--- src/rtl/pulse_seq_pkg.sv ---
package pulse_seq_pkg;

    localparam int ENTRY_W = 16;
    localparam int DUR_W   = ENTRY_W - 1;

    typedef enum logic [2:0] {
        ST_IDLE    = 3'd0,
        ST_READ    = 3'd1,
        ST_CAPTURE = 3'd2,
        ST_SEND    = 3'd3
    } seq_state_e;

    typedef struct packed {
        logic             level;
        logic [DUR_W-1:0] dur;
    } entry_t;

    function automatic entry_t unpack_entry(input logic [ENTRY_W-1:0] word);
        return entry_t'(word);
    endfunction

    function automatic logic is_terminator(input entry_t e);
        return (e.dur == '0);
    endfunction

endpackage

--- src/rtl/pulse_seq_tick.sv ---
module pulse_seq_tick #(
    parameter int DIV_W = 8
) (
    input  logic             clk,
    input  logic             rst,
    input  logic             clear,
    input  logic             run,
    input  logic [DIV_W-1:0] div,
    output logic             tick
);
    logic [DIV_W-1:0] cnt_q;
    logic             last;

    // Divider values 0 and 1 both mean a tick on every clock.
    assign last = (div <= DIV_W'(1)) || (cnt_q == div - DIV_W'(1));
    assign tick = run && last;

    always_ff @(posedge clk) begin
        if (rst || clear)
            cnt_q <= '0;
        else if (run)
            cnt_q <= last ? '0 : cnt_q + DIV_W'(1);
    end
endmodule

--- src/rtl/pulse_seq_loopctr.sv ---
module pulse_seq_loopctr #(
    parameter int LOOP_W = 10
) (
    input  logic              clk,
    input  logic              rst,
    input  logic              clr,
    input  logic              bump,
    input  logic              en,
    input  logic [LOOP_W-1:0] target,
    output logic              done
);
    logic [LOOP_W-1:0] cnt_q;
    logic [LOOP_W-1:0] cnt_nx;

    assign cnt_nx = cnt_q + LOOP_W'(1);
    assign done   = bump && en && (target != '0) && (cnt_nx == target);

    always_ff @(posedge clk) begin
        if (rst || clr || done)
            cnt_q <= '0;
        else if (bump && en)
            cnt_q <= cnt_nx;
    end
endmodule

--- src/rtl/pulse_seq_markctr.sv ---
module pulse_seq_markctr #(
    parameter int MARK_W = 9,
    parameter int CNT_W  = MARK_W + 1
) (
    input  logic              clk,
    input  logic              rst,
    input  logic              clr,
    input  logic              bump,
    input  logic [MARK_W-1:0] mark,
    output logic              hit
);
    logic [CNT_W-1:0] cnt_q;

    assign hit = bump && (mark != '0) && ((cnt_q + CNT_W'(1)) == CNT_W'(mark));

    always_ff @(posedge clk) begin
        if (rst || clr)
            cnt_q <= '0;
        else if (bump)
            cnt_q <= cnt_q + CNT_W'(1);
    end
endmodule

--- src/rtl/pulse_seq.sv ---
module pulse_seq
    import pulse_seq_pkg::*;
#(
    parameter int ADDR_W = 4,
    parameter int DIV_W  = 8,
    parameter int LOOP_W = 10,
    parameter int MARK_W = 9
) (
    input  logic              clk,
    input  logic              rst,
    input  logic              run_start,
    input  logic              run_stop,
    input  logic              repeat_en,
    input  logic              loop_count_en,
    input  logic [LOOP_W-1:0] loop_target,
    input  logic              loop_count_clr,
    input  logic [MARK_W-1:0] entry_mark,
    input  logic [DIV_W-1:0]  tick_div,
    input  logic              rest_level,
    input  logic              rest_drive,
    input  logic [ENTRY_W-1:0] mem_rdata,
    output logic              mem_ren,
    output logic [ADDR_W-1:0] mem_raddr,
    output logic              pulse_out,
    output logic              pulse_oe,
    output logic [2:0]        seq_state,
    output logic              done_evt,
    output logic              mark_evt,
    output logic              loops_evt
);
    localparam int CNT_W = MARK_W + 1;

    seq_state_e       state_q, state_nx;
    logic [ADDR_W-1:0] addr_q;
    logic [DUR_W-1:0]  dur_q;
    logic              level_q;
    entry_t            entry;
    logic              term;
    logic              accept;
    logic              tick;
    logic              loop_bump;
    logic              loop_done;
    logic              oneshot_end;
    logic              entry_done;
    logic              mark_hit;

    assign entry       = unpack_entry(mem_rdata);
    assign term        = is_terminator(entry);
    assign accept      = (state_q == ST_IDLE) && run_start && !run_stop;
    assign loop_bump   = (state_q == ST_CAPTURE) && term && repeat_en && !run_stop;
    assign oneshot_end = (state_q == ST_CAPTURE) && term && !repeat_en && !run_stop;
    assign entry_done  = (state_q == ST_SEND) && tick && (dur_q == DUR_W'(1)) && !run_stop;

    pulse_seq_tick #(.DIV_W(DIV_W)) tick_i (
        .clk   (clk),
        .rst   (rst),
        .clear (state_q == ST_CAPTURE),
        .run   (state_q == ST_SEND),
        .div   (tick_div),
        .tick  (tick)
    );

    pulse_seq_loopctr #(.LOOP_W(LOOP_W)) loop_i (
        .clk    (clk),
        .rst    (rst),
        .clr    (loop_count_clr),
        .bump   (loop_bump),
        .en     (loop_count_en),
        .target (loop_target),
        .done   (loop_done)
    );

    pulse_seq_markctr #(.MARK_W(MARK_W), .CNT_W(CNT_W)) mark_i (
        .clk  (clk),
        .rst  (rst),
        .clr  (accept),
        .bump (entry_done),
        .mark (entry_mark),
        .hit  (mark_hit)
    );

    always_comb begin
        state_nx = state_q;
        unique case (state_q)
            ST_IDLE:    if (accept) state_nx = ST_READ;
            ST_READ:    state_nx = ST_CAPTURE;
            ST_CAPTURE: begin
                if (!term)
                    state_nx = ST_SEND;
                else if (repeat_en && !loop_done)
                    state_nx = ST_READ;
                else
                    state_nx = ST_IDLE;
            end
            ST_SEND:    if (entry_done) state_nx = ST_READ;
            default:    state_nx = ST_IDLE;
        endcase
        if (run_stop)
            state_nx = ST_IDLE;
    end

    always_ff @(posedge clk) begin
        if (rst) begin
            state_q   <= ST_IDLE;
            addr_q    <= '0;
            dur_q     <= '0;
            level_q   <= 1'b0;
            done_evt  <= 1'b0;
            mark_evt  <= 1'b0;
            loops_evt <= 1'b0;
        end else begin
            state_q   <= state_nx;
            done_evt  <= oneshot_end || loop_done;
            mark_evt  <= mark_hit;
            loops_evt <= loop_done;
            if (accept) begin
                addr_q  <= '0;
                level_q <= rest_level;
            end
            if ((state_q == ST_CAPTURE) && !term) begin
                level_q <= entry.level;
                dur_q   <= entry.dur;
            end
            if (loop_bump)
                addr_q <= '0;
            if (entry_done)
                addr_q <= addr_q + ADDR_W'(1);
            else if ((state_q == ST_SEND) && tick)
                dur_q <= dur_q - DUR_W'(1);
        end
    end

    assign mem_ren   = (state_q == ST_READ);
    assign mem_raddr = addr_q;
    assign pulse_out = (state_q == ST_IDLE) ? rest_level : level_q;
    assign pulse_oe  = (state_q == ST_IDLE) ? rest_drive : 1'b1;
    assign seq_state = state_q;
endmodule

--- config.mk ---
export PLATFORM = sky130hd
export DESIGN_NAME = pulse_seq
export DESIGN_NICKNAME = d
export VERILOG_FILES = /design/src/rtl/pulse_seq_pkg.sv /design/src/rtl/pulse_seq_tick.sv /design/src/rtl/pulse_seq_loopctr.sv /design/src/rtl/pulse_seq_markctr.sv /design/src/rtl/pulse_seq.sv
export SDC_FILE = /design/constraint.sdc
export NUM_CORES = 1
export LEC_CHECK = 0
export BUFFER_PORTS_ARGS = -buffer_cell sky130_fd_sc_hd__buf_2
export CORE_MARGIN = 1.5
export CORE_UTILIZATION = 61
export CTS_CLUSTER_DIAMETER = 100
export DETAILED_ROUTE_END_ITERATION = 7
export PLACE_DENSITY = 0.9
export SKIP_LAST_GASP = 1
export SLEW_MARGIN = 40
export SYNTH_ARGS = -nofsm -noshare
export SYNTH_HDL_FRONTEND = slang
export SYNTH_HIERARCHICAL = 1
export SYNTH_SLANG_ARGS = --single-unit
export TNS_END_PERCENT = 5
--- constraint.sdc ---
create_clock -name clk -period 8.9 [get_ports clk]
set_clock_uncertainty 0.05 [all_clocks]
set_input_delay 2.225 -clock clk [delete_from_list [all_inputs] [get_ports clk]]
set_output_delay 2.225 -clock clk [all_outputs]
set_load 0.05 [all_outputs]
==> results.ini <==
[drt]
avgViaCountPerCell = 6.46
initialDrtViolationCount = 334
vias = 3748
drcViolationCount = 0
avgRoutedWirePerCell_um = 16.2
drtAntennaViolNets = 0
routed_wl_um = 9370
firstDrtPassIters = 5

[place]
gp_congestion = 0.921
dp_hpwl_um = 7090
placed_cell_area_sq_mm = 0.00408
portBuffers = 63

[setup_path]
worstSetupPathType = in2reg
path_cells = buf_2, inv_1, ha_1, nor3b_2, xnor2_1, nor4_2, o2111ai_1, a21boi_1, nand2_1, o21ai_1, o311ai_0, a21oi_1
crit_fanout = 12
path_buf_inv = 2
end_kind = register
crit_path_start_kind = input pin
worstPathArrival_ns = 5.45
cpPeakStageDelay_ns = 0.78
critical_path.top_delay_family = compound AO/OA/AOI/OAI gates
cpMaxStageDelayCell = o21ai_1
required_ns = 9.10

[synthesis]
ys.flop_type = dfxtp_1
synth_area_per_cell_sq_um = 8.31
synth_xor_area_share_pct = 14.1
synth_top_family_by_area = simple AND/OR/NAND/NOR gates
synth_cell_types = 74
yosysWarnings = 6
synth-compound-area-share_pct = 17.2
syn_inst = 449
yosys-top-cells-area = dfxtp_1 28%, xor2_1 7.3%, xnor2_1 6.3%
synth_edf_count = 0
ys_seq_elements = 53
synth-simple-area-share_pct = 28.9
syn-num-nets = 514
yosysTopAreaCellShare_pct = 28.4
seq_area_frac_synth_pct = 28.4
postSynth.asyncResetShare_pct = 0
synthAdderAreaFrac_pct = 4.36
synthMuxAreaShare_pct = 3.32
synth_top_area_cell = dfxtp_1
synth_area_sq_mm = 0.00373

[floorplanning]
rows = 28
dieArea_sq_mm = 0.00660
core_area_sq_mm = 0.00592
die_x_um = 81.2
io_pins = 65
start_util_pct = 63.0
die_y_um = 81.2

[pwr]
seqPwrFrac_pct = 49.3
p_leak_uw = 0.00170
p_int_uw = 353
p_total_uw = 501
clockPowerShare_pct = 30.0
p_sw_share_pct = 29.6
power_density_mw_per_mm2 = 120
p_switching_uw = 148
combPwrFrac_pct = 20.7
peakVddDrop_v = 0.000152

[clock_network]
post_cts_buffers = 0
cts_resized = 0
root_buffer = clkbuf_8
clk_pin_slew_worst_paths_ns = 0.10
cts_max_level = 2
cts_tree = built
cts_num_sinks = 53
clkLatencyLatePin_ns = 0.31
cts_buffer_depth = 2
cts_hold_buffers = 0
cts_buffers = 5

[sta]
report.final.slew_viol_count = 0
slew-limit-headroom_pct = 43.4
timing.final.crit_share_pct = 59.0
fmax_ghz = 0.190
finalHoldViolCount = 0
setup_viol = 0
worst_pin_slew_ns = 0.843
setup_tns_ns = 0
rsz0062_at_grt = no
period_minus_slack_ns = 5.25

[layout]
fin_area_sq_mm = 0.00418
nets = 569
syn_to_final_growth_pct = 12.0
diodes = 0
drive_above_1_share_pct = 20.4
nFillCells = 476

[job]
max_cap_violations = 0

[outcome]
status = complete, no violations

[min_path]
worstHoldPathType = reg2reg

[global_routing]
track_usage_pct = 29.5
grt-ovfl-total = 0
grt_pass1_vias = 3438
grt_pass1_wl_um = 15300
grt_max_degree = 27
antenna_found_initial = 0

[worst register-to-register path, stage by stage (launching register included)]
cell      delay [ns]
dfxtp_1         0.38
inv_1           0.12
ha_1            0.51
nand4b_1        0.18
inv_1           0.12
nand2_1         0.25
nor3_1          0.27
o211ai_1        0.18
nor4_4          0.60
and2_2          0.26
o21ai_0         0.07
a21boi_0        0.22
a21oi_1         0.11
[area by class of cell]
class | count | area, sq um | area share [%]
clock inverter | 1 | 5.00 | 0.120
timing repair buffer | 64 | 323 | 7.72
tap | 75 | 93.8 | 2.24
clock buffer | 7 | 96.3 | 2.30
sequential | 53 | 1060 | 25.4
multi-input combinational | 366 | 2550 | 61.0
inverter | 14 | 52.6 | 1.26
[power by group through the flow]
stage          clock network [uW]  registers (uW)  logic [uW]
3_5_place_dp                    0             252         101
2_1_floorplan                   0             253        66.3
3_3_place_gp                    0             252        96.8
4_1_cts                       151             247         102
5_1_grt                       161             248         113
6_report                      150             247         104
[worst paths after layout]
kind,startpoint,to,slack (ns),cells after the start
hold / removal,dur_q[9],dur_q[9],0.46,2
setup / recovery,tick_div[1],dur_q[4],3.65,12
hold reg to reg,dur_q[9],dur_q[9],0.46,2
setup reg to reg,seq_state[0],seq_state[0],5.47,12
[per-stage QoR]
stage               worst slack (ns)  instances  hold slack, ns  util (%)
floorplan                       4.00        449           0.411         -
global placement                3.34        572           0.421      68.7
detailed placement              3.25        572           0.441      68.9
CTS                             3.58        580           0.455      70.6
global route                    3.32        580           0.484      70.6
finish                          3.65        580           0.457      70.6
[state kept, by name (all words and copies together) (netlist names)]
| name | count |
|---|---|
| dur_q | 15 |
| mem_raddr | 4 |
| seq_state | 2 |
| done_evt | 1 |
| tick_i/cnt_q | 8 |
| loops_evt | 1 |
| mark_evt | 1 |
| level_q | 1 |
| loop_i/cnt_q | 10 |
| mark_i/cnt_q | 10 |
[cells by family after synthesis]
group,Yosys count
flip-flops,53
multiplexers,12
AO/OA/AOI/OAI,96
adder cells (fa/ha/maj),13
buffers and inverters,30
AND/OR/NAND/NOR,185
XOR/XNOR,59
other,1
[synth_stat cells, types with 3 or more instances]
| library cell | n |
|---|---|
| o21ai_0 | 6 |
| a31oi_1 | 11 |
| a41oi_1 | 3 |
| o211ai_1 | 3 |
| xnor2_1 | 27 |
| nor4b_1 | 4 |
| mux2i_1 | 9 |
| clkbuf_1 | 7 |
| inv_1 | 14 |
| and4_1 | 6 |
| a21boi_0 | 3 |
| xor2_1 | 31 |
| nand4b_1 | 3 |
| nand2_1 | 35 |
| mux2_2 | 3 |
| nand4_1 | 10 |
| o311ai_0 | 5 |
| ha_1 | 13 |
| a21o_1 | 3 |
| or2_2 | 3 |
| dfxtp_1 | 53 |
| or4_1 | 4 |
| nor2b_1 | 3 |
| buf_2 | 7 |
| nand2b_1 | 5 |
| a211oi_1 | 3 |
| nor2_1 | 34 |
| nand3b_1 | 3 |
| nor4_1 | 15 |
| nand3_1 | 10 |
| nor3_1 | 14 |
| and3_1 | 8 |
| a21oi_1 | 37 |
| or3_1 | 4 |
[cell usage in the layout, fill, tap and decap left out, drive strengths merged, types with 3 or more instances in the layout]
| master | Yosys | final |
|---|---|---|
| a21oi | 37 | 37 |
| nor4 | 17 | 17 |
| nand2 | 37 | 37 |
| o21ai | 6 | 6 |
| nand3 | 12 | 12 |
| nand2b | 5 | 5 |
| mux2i | 9 | 9 |
| nor3b | 3 | 3 |
| nor4b | 5 | 5 |
| xnor2 | 28 | 28 |
| dfxtp | 53 | 53 |
| a211oi | 3 | 3 |
| o211ai | 3 | 3 |
| xor2 | 31 | 31 |
| and4 | 6 | 6 |
| nor2 | 35 | 35 |
| a21o | 3 | 3 |
| or4 | 5 | 5 |
| and3 | 9 | 9 |
| or3 | 5 | 5 |
| nor2b | 3 | 3 |
| inv | 14 | 14 |
| a21boi | 4 | 4 |
| or2 | 4 | 4 |
| a41oi | 3 | 3 |
| nand4 | 11 | 11 |
| a31oi | 11 | 11 |
| nand3b | 3 | 3 |
| ha | 13 | 13 |
| buf | 9 | 64 |
| and2 | 3 | 3 |
| clkbuf | 7 | 7 |
| mux2 | 3 | 3 |
| nor3 | 16 | 16 |
| o311ai | 5 | 5 |
| nand4b | 3 | 3 |
[routing by layer]
metal	track usage, %	up-vias	wire, um
li1	-	1776	-
met1	37.2	1773	3950
met2	50.9	175	4590
met3	5.17	24	607
met4	9.14	0	217
met5	0	-	0
Note: power is estimated with default switching activity, not from simulation.
